==> src/rtl/ftsram_pkg.sv <==
package ftsram_pkg;

    typedef enum logic [1:0] {
        PH_IDLE  = 2'd0,
        PH_READ  = 2'd1,
        PH_WRITE = 2'd2
    } phase_e;

    // Low two address bits of a burst beat.
    function automatic logic [1:0] beat_low(input logic [1:0] start,
                                             input logic [1:0] step,
                                             input logic       linear);
        return linear ? 2'(start + step) : (start ^ step);
    endfunction

endpackage

==> src/rtl/ftsram_burst.sv <==
module ftsram_burst #(
    parameter int ADDR_W = 6
) (
    input  logic [ADDR_W-1:0] base,
    input  logic [1:0]        step,
    input  logic              linear,
    output logic [ADDR_W-1:0] beat_addr
);
    import ftsram_pkg::*;

    always_comb begin
        beat_addr = {base[ADDR_W-1:2], beat_low(base[1:0], step, linear)};
    end

endmodule

==> src/rtl/ftsram_array.sv <==
module ftsram_array #(
    parameter int ADDR_W = 6,
    parameter int LANES  = 4,
    parameter int LANE_W = 9
) (
    input  logic                     clk,
    input  logic                     rst_n,
    input  logic                     wr_go,
    input  logic [ADDR_W-1:0]        wr_addr,
    input  logic [LANES-1:0]         lane_n,
    input  logic [LANES*LANE_W-1:0]  wr_data,
    input  logic [ADDR_W-1:0]        rd_addr,
    output logic [LANES*LANE_W-1:0]  rd_data
);
    localparam int DEPTH = 1 << ADDR_W;

    logic [LANE_W-1:0] cells [LANES][DEPTH];

    genvar g;
    generate
        for (g = 0; g < LANES; g++) begin : g_lane
            always_ff @(posedge clk or negedge rst_n) begin
                if (!rst_n) begin
                    for (int w = 0; w < DEPTH; w++) begin
                        cells[g][w] <= '0;
                    end
                end else if (wr_go && !lane_n[g]) begin
                    cells[g][wr_addr] <= wr_data[g*LANE_W +: LANE_W];
                end
            end

            // Flow-through read: no output register.
            always_comb begin
                rd_data[g*LANE_W +: LANE_W] = cells[g][rd_addr];
            end
        end
    endgenerate

endmodule

==> src/rtl/ftsram_ctrl.sv <==
module ftsram_ctrl
    import ftsram_pkg::*;
#(
    parameter int ADDR_W = 6,
    parameter int LANES  = 4
) (
    input  logic              clk,
    input  logic              rst_n,
    input  logic              cke_n,
    input  logic              adv_ld,
    input  logic              we_n,
    input  logic              chip_on,
    input  logic              seq_lin,
    input  logic [LANES-1:0]  bw_n,
    input  logic [ADDR_W-1:0] addr,
    output phase_e            phase,
    output logic [ADDR_W-1:0] ph_addr,
    output logic [LANES-1:0]  ph_lane_n,
    output logic              commit,
    output logic              rd_phase
);
    phase_e            nx_phase;
    logic [ADDR_W-1:0] nx_addr;
    logic [LANES-1:0]  nx_lane_n;
    logic [ADDR_W-1:0] b_base, nb_base;
    logic [1:0]        b_step, nb_step;
    logic              b_lin, nb_lin;
    logic              b_wr, nb_wr;
    logic              b_open, nb_open;
    logic [ADDR_W-1:0] adv_addr;
    logic [1:0]        step_inc;

    assign step_inc = b_step + 2'd1;

    ftsram_burst #(.ADDR_W(ADDR_W)) u_burst (
        .base      (b_base),
        .step      (step_inc),
        .linear    (b_lin),
        .beat_addr (adv_addr)
    );

    // Next-state decode
    always_comb begin
        nx_phase  = phase;
        nx_addr   = ph_addr;
        nx_lane_n = ph_lane_n;
        nb_base   = b_base;
        nb_step   = b_step;
        nb_lin    = b_lin;
        nb_wr     = b_wr;
        nb_open   = b_open;
        if (!cke_n) begin
            if (!adv_ld) begin
                if (chip_on) begin
                    nx_phase  = we_n ? PH_READ : PH_WRITE;
                    nx_addr   = addr;
                    nx_lane_n = bw_n;
                    nb_base   = addr;
                    nb_step   = 2'd0;
                    nb_lin    = seq_lin;
                    nb_wr     = !we_n;
                    nb_open   = 1'b1;
                end else begin
                    nx_phase  = PH_IDLE;
                    nb_open   = 1'b0;
                end
            end else begin
                nb_step = step_inc;
                if (b_open) begin
                    nx_phase  = b_wr ? PH_WRITE : PH_READ;
                    nx_addr   = adv_addr;
                    nx_lane_n = bw_n;
                end else begin
                    nx_phase  = PH_IDLE;
                end
            end
        end
    end

    // State register
    always_ff @(posedge clk or negedge rst_n) begin
        if (!rst_n) begin
            phase     <= PH_IDLE;
            ph_addr   <= '0;
            ph_lane_n <= '1;
            b_base    <= '0;
            b_step    <= 2'd0;
            b_lin     <= 1'b0;
            b_wr      <= 1'b0;
            b_open    <= 1'b0;
        end else begin
            phase     <= nx_phase;
            ph_addr   <= nx_addr;
            ph_lane_n <= nx_lane_n;
            b_base    <= nb_base;
            b_step    <= nb_step;
            b_lin     <= nb_lin;
            b_wr      <= nb_wr;
            b_open    <= nb_open;
        end
    end

    // Outputs of the current data cycle
    always_comb begin
        commit   = 1'b0;
        rd_phase = 1'b0;
        unique case (phase)
            PH_IDLE:  ;
            PH_READ:  rd_phase = 1'b1;
            PH_WRITE: commit   = !cke_n;
            default:  ;
        endcase
    end

endmodule

==> src/rtl/ft_sync_sram.sv <==
module ft_sync_sram #(
    parameter int ADDR_W = 6,
    parameter int LANES  = 4,
    parameter int LANE_W = 9
) (
    input  logic                    clk,
    input  logic                    rst_n,
    input  logic                    cke_n,
    input  logic                    adv_ld,
    input  logic                    we_n,
    input  logic                    sel_a_n,
    input  logic                    sel_b,
    input  logic                    sel_c_n,
    input  logic                    seq_lin,
    input  logic [LANES-1:0]        bw_n,
    input  logic [ADDR_W-1:0]       addr,
    input  logic                    oe_n,
    input  logic [LANES*LANE_W-1:0] dq_in,
    output logic [LANES*LANE_W-1:0] dq_out,
    output logic                    dq_oe
);
    import ftsram_pkg::*;

    phase_e            phase_st;
    logic [ADDR_W-1:0] phase_addr;
    logic [LANES-1:0]  phase_lane_n;
    logic              commit;
    logic              rd_phase;
    logic              chip_on;

    assign chip_on = !sel_a_n && sel_b && !sel_c_n;

    ftsram_ctrl #(.ADDR_W(ADDR_W), .LANES(LANES)) u_ctrl (
        .clk       (clk),
        .rst_n     (rst_n),
        .cke_n     (cke_n),
        .adv_ld    (adv_ld),
        .we_n      (we_n),
        .chip_on   (chip_on),
        .seq_lin   (seq_lin),
        .bw_n      (bw_n),
        .addr      (addr),
        .phase     (phase_st),
        .ph_addr   (phase_addr),
        .ph_lane_n (phase_lane_n),
        .commit    (commit),
        .rd_phase  (rd_phase)
    );

    ftsram_array #(.ADDR_W(ADDR_W), .LANES(LANES), .LANE_W(LANE_W)) u_array (
        .clk     (clk),
        .rst_n   (rst_n),
        .wr_go   (commit),
        .wr_addr (phase_addr),
        .lane_n  (phase_lane_n),
        .wr_data (dq_in),
        .rd_addr (phase_addr),
        .rd_data (dq_out)
    );

    // Asynchronous output enable gates the drive.
    assign dq_oe = rd_phase && !oe_n;

endmodule

==> config.mk <==
export PLATFORM = sky130hd
export DESIGN_NAME = ft_sync_sram
export DESIGN_NICKNAME = d
export VERILOG_FILES = /design/src/rtl/ftsram_pkg.sv /design/src/rtl/ftsram_burst.sv /design/src/rtl/ftsram_array.sv /design/src/rtl/ftsram_ctrl.sv /design/src/rtl/ft_sync_sram.sv
export SDC_FILE = /design/constraint.sdc
export NUM_CORES = 2
export LEC_CHECK = 0
export ABC_AREA = 1
export CORE_UTILIZATION = 44
export DETAILED_ROUTE_END_ITERATION = 6
export HOLD_SLACK_MARGIN = 0.08
export PLACE_DENSITY = 0.62
export SLEW_MARGIN = 5
export SYNTH_ARGS = -nofsm -noshare
export SYNTH_HDL_FRONTEND = slang
export SYNTH_HIERARCHICAL = 1
export SYNTH_SLANG_ARGS = --single-unit
export TNS_END_PERCENT = 1
==> constraint.sdc <==
create_clock -name clk -period 3.8 [get_ports clk]
set_clock_uncertainty 0.2 [all_clocks]
set_input_delay 1.14 -clock clk [delete_from_list [all_inputs] [get_ports clk]]
set_output_delay 1.14 -clock clk [all_outputs]
set_load 0.05 [all_outputs]
Word level (Yosys, flattened, before mapping):

Cells that the tools add are included.

* word-level logic and storage cells: 332
* input bits: 56
* output and inout port bits: 37
* flip-flop bits (word level): 2327

* add/subtract/negate cells: 2
* reductions and logical operators: 22
* bitwise logic cells: 4
* magnitude comparators: 2
* equality and inequality tests: 3
* mux-type cells: 35

Operators with widths (count)
* bitwise mux 576 bit: 4
* binary-select mux 9 bit (select 6 bit): 4
* two-way mux 9 bit: 9
* demux 9 bit (select 6 bit): 1
* two-way mux 6 bit: 3
* two-way mux 2 bit: 8
* two-way mux 4 bit: 3
* zero test 1 bit: 9
* logical AND 1 bit: 8
* greater-or-equal comparator 7 bit (second input constant): 1
* less-than comparator 7 x 1 -> 1 bit (second input constant): 1
* inverter 6 -> 7 bit: 1
* AND reduction 3 bit: 2
* AND reduction 2 bit: 2
* two-way mux 1 bit: 3
* adder 2 x 1 -> 2 bit (second input constant): 1
* adder 2 bit: 1
* equality test 2 x 1 -> 1 bit (second input constant): 1
* equality test 2 bit (second input constant): 1
* inequality test 2 x 1 -> 1 bit (second input constant): 1
* inverter 1 bit: 2
* nonzero test 2 bit: 1
* XOR 2 bit: 1

Depth between registers and ports, before layout:

* depth in word-level cells: 6
* gate-level depth with buffers: 13
* depth with buffers taken out: 11

Cells and area by module:

Netlist, hierarchy kept.

By module, submodules not included
* ftsram_array: seq. area each 57655.3 um2, cells an instance 12985, instances 1, area each 103410.4 um2
* ftsram_ctrl: seq. area each 580.6 um2, cells an instance 124, instances 1, area each 1094.8 um2
* ftsram_burst: seq. area each 0.0 um2, cells an instance 17, instances 1, area each 90.1 um2
* ft_sync_sram: seq. area each 0.0 um2, cells an instance 5, instances 1, area each 21.3 um2

Worst setup path after synthesis:

Ideal clock, no wire load.

* path type: reg2out
* start: register u_ctrl.ph_addr[0]
* end: output port dq_out[17]
* cell stages (with the launch flop): 14
* data arrival time: 2.209 ns
* slack: 0.251 ns
* required time: 2.460 ns
* cell sequence: dfrtp_1 > buf_2 > inv_2 > buf_2 > clkbuf_1 > clkbuf_1 > nand2_1 > nand3_1 > nand3_1 > nand3_1 > nand3_1 > nand2_1 > nand2_1 > nand2_1

* longest elaborated chain between the ends: 4

RTL lines
* start: declaration: line ftsram_ctrl.sv:17 `output logic [ADDR_W-1:0] ph_addr,`
* start signal: assignment: line ftsram_ctrl.sv:93 `ph_addr <= nx_addr;`
* inverter 6 -> 7 bit (not written as such): line ftsram_array.sv:34 `rd_data[g*LANE_W +: LANE_W] = cells[g][rd_addr];`
* binary-select mux 9 bit (select 6 bit): line ftsram_array.sv:34
* two-way mux 9 bit (not written as such) (2 in series): line ftsram_array.sv:34
* end: declaration: line ft_sync_sram.sv:19 `output logic [LANES*LANE_W-1:0] dq_out,`

Every way passes these cells. The select of a mux whose other input is x is not followed.

Final worst setup path:

* start: register u_ctrl.ph_addr[1]
* end: output port dq_out[9]

Same word-level chain as after synthesis.

==> flow_summary.toml <==
[worst_setup_path]
crit_top_cell = "nand3_1"
endpoint_kind = "primary output"
cp_cell_sequence = "buf_12, buf_16, buf_16, nand3_1, nand3_1, nand3_1, nand3_1, nand2_1, nand2_1, nand2_4, buf_12"
cp_top_family = "buffers and inverters"
cp_num_buf_inv = 4
cp_max_fo = 36
max_stage_delay_ns = 0.56
worstPathArrival_ns = 3.28
worst_setup_path_start_kind = "flop"
cp_slowest_cell = "dfrtp_4"
criticalPathCategory = "reg2out"
cp.required_ns = 2.46

[synth]
synth_ff_type = "dfrtp_1"
synth_area_sq_mm = 0.105
synthArstFlopShare_pct = 100
yosysSeqAreaShare_pct = 55.7
syn_area_per_cell_sq_um = 7.97
synth_nets = 13188
synthCells = 13131
yosys-top-cells-area = "dfrtp_1 56%, nand2_1 18%, nand3_1 10%"
yosysTopAreaCellShare_pct = 55.6
yosysMostFrequentCell = "nand2_1"
yosysWarningCount = 6
ys_seq_elements = 2327
synth_top_area_cell = "dfrtp_1"
synth-edff-count = 0
synthTopCellsByCount = "5120 x nand2_1, 2323 x dfrtp_1, 2193 x nand3_1"
ys_types = 28

[place]
gp_congestion = 0.919
dpl.hpwl_mm = 232
dp.cells = 15950
io_buffers = 92

[timing]
drv_slew = 0
slew_headroom_pct = 36.5
hold_viol_final = 0
setup_slack_ns = -0.825
fin_hold_ws_ns = 0.281
grt_setup_unrepaired = "true"
setup_violations = 36
clock.fmax_mhz = 216
post-route-min-period_ns = 4.62
worst-slew-pin-transition_ns = 0.953
post-route-period-util_pct = 122

[route]
wire_per_inst_microns = 22.7
firstDrtPassIters = 6
via_per_inst = 5.75
antenna_left = 0
vias = 94860
drc_errors = 0
routed_wl_mm = 374
drt_iter0_drc = 11810

[die]
die_h_microns = 490
dieArea_sq_mm = 0.240
start_util_pct = 44.4
row_count = 178
ios = 93
fp.dieW_microns = 490
core_sq_mm = 0.236

[status]
status = "finished, violations left"
violations = "setup timing"

[clocking]
numCtsBuffers = 274
clock-sinks = 2327
clk_transition_reported_paths_ns = 0.06
cts_tree = "yes"
ctsHtreeMaxLevel = 5
clkLatencyLatePin_ns = 0.91
cts-root-buf = "clkbuf_16"
clockBufferDepth = 4

[global_routing]
first_global_vias = 89621
grt_overflow = 0
grt_first_pass_wirelength_mm = 564
antenna_found_initial = 12
grt_max_degree = 158
grtUsageTotal_pct = 30.8

[finish]
area_delta_synth_final_pct = 18.5
drive_above_1_share_pct = 10.0
final_nets = 13200
final_cells = 16484

[min_path]
hold_class = "reg2reg"

[pwr]
p_per_area_mw_per_mm2 = 613
p_leak_nw = 54.9
irDropWorstVdd_mv = 0.506

[flow_run]
drv_cap = 0
## logic make-up (layout without fill, tap and decap cells)
logic type	count (synthesis)	in the layout	synth area share (%)
buffers and inverters	1089	1284	3.97
flip-flops	2327	2327	55.7
AND/OR/NAND/NOR	7395	7395	29.2
XOR/XNOR	1	1	0.00837
other	0	8	0
adder cells (fa/ha/maj)	1	1	0.0120
AO/OA/AOI/OAI	2318	2318	11.1
## cell type report
cell class,instances,area (sq um)
Timing Repair Buffer,746,9590
Inverter,78,345
Multi-Input combinational cell,9715,43000
Sequential cell,2327,58300
Tap cell,3150,3940
Antenna cell,8,20.0
Clock buffer,395,8090
Fill cell,21876,112000
Timing Repair inverter,1,16.3
Clock inverter,64,734
## flip-flops by register name, indices dropped and copies added (netlist names)
name / cells
u_array/cells: 2304
u_ctrl/ph_addr: 6
u_ctrl/phase: 2
u_ctrl/b_step: 2
u_ctrl/b_lin: 1
u_ctrl/ph_lane_n: 4
u_ctrl/b_base: 6
u_ctrl/b_open: 1
u_ctrl/b_wr: 1
## timing repair
item	CTS	global route
setup endpoints to repair	36	36
hold buffers	1	0
hold endpoints to repair	8	0
pin swaps	9	27
buffers inserted	7	31
gates cloned	5	24
gates resized for setup	125	125
## placed cells by master (no fill, tap or decap), types with 54 or more instances in the layout
cell and count:
buf_12 199, buf_4 400, clkbuf_1 54, clkbuf_16 307
clkbuf_8 57, clkdlybuf4s50_1 54, dfrtp_1 2317, nand2_1 5059
nand3_1 2112, nand3_2 81, nor2_1 58, o21ai_0 1895
o21ai_1 417
## report_power, final
part / internal [W] / leakage, nW / total [W] / switching, W
registers: 0.0254 / 32.4 / 0.0258 / 0.000402
clock network: 0.0157 / 4.36 / 0.0261 / 0.0103
logic: 0.00833 / 18.1 / 0.0242 / 0.0158
## through the flow
| stage | utilization, % | setup slack [ns] | setup TNS (ns) | instance area, sq um | total power (W) |
|---|---|---|---|---|---|
| 4_1_cts | 51.9 | -0.917 | -29.59 | 122000 | 0.0747 |
| 3_3_place_gp | 47.9 | -0.109 | -0.553 | 113000 | 0.0478 |
| 6_report | 52.6 | -0.825 | -27.46 | 124000 | 0.0760 |
| 5_1_grt | 52.5 | -0.894 | -30.51 | 124000 | 0.0785 |
| 2_1_floorplan | - | 0.251 | 0 | 105000 | 0.0367 |
| 3_5_place_dp | 47.9 | -0.0814 | -0.445 | 113000 | 0.0479 |
## worst min-delay path: stages, from the launching register on
cell and delay (ns):
dfrtp_1 0.34, nand2_1 0.05, o21ai_0 0.06
## final timing paths
| path | startpoint | end | slack, ns | cells past startpoint |
|---|---|---|---|---|
| min reg2reg | u_array/cells[1711]$_DFFE_PN0P_ | u_array/cells[1711]$_DFFE_PN0P_ | 0.28 | 2 |
| max reg2reg | u_ctrl/ph_addr[1]$_DFFE_PN0P_ | u_array/cells[758]$_DFFE_PN0P_ | 0.14 | 10 |
| max | u_ctrl/ph_addr[1]$_DFFE_PN0P_ | dq_out[9] | -0.82 | 11 |
| min in group asynchronous | rst_n | u_array/cells[1771]$_DFFE_PN0P_ | 0.59 | 2 |
| min | u_array/cells[1711]$_DFFE_PN0P_ | u_array/cells[1711]$_DFFE_PN0P_ | 0.28 | 2 |
| max in group asynchronous | rst_n | u_array/cells[1518]$_DFFE_PN0P_ | 1.52 | 4 |
## layer usage
metal  track usage [%]  routed length [microns]  vias up
li1                  -                        -    43385
met1              43.8                   159000    46291
met2              46.0                   164000     4423
met3              5.55                    34100      745
met4              13.3                    16700       16
met5                 0                      103        -
Power figures use the tool's default switching activity.
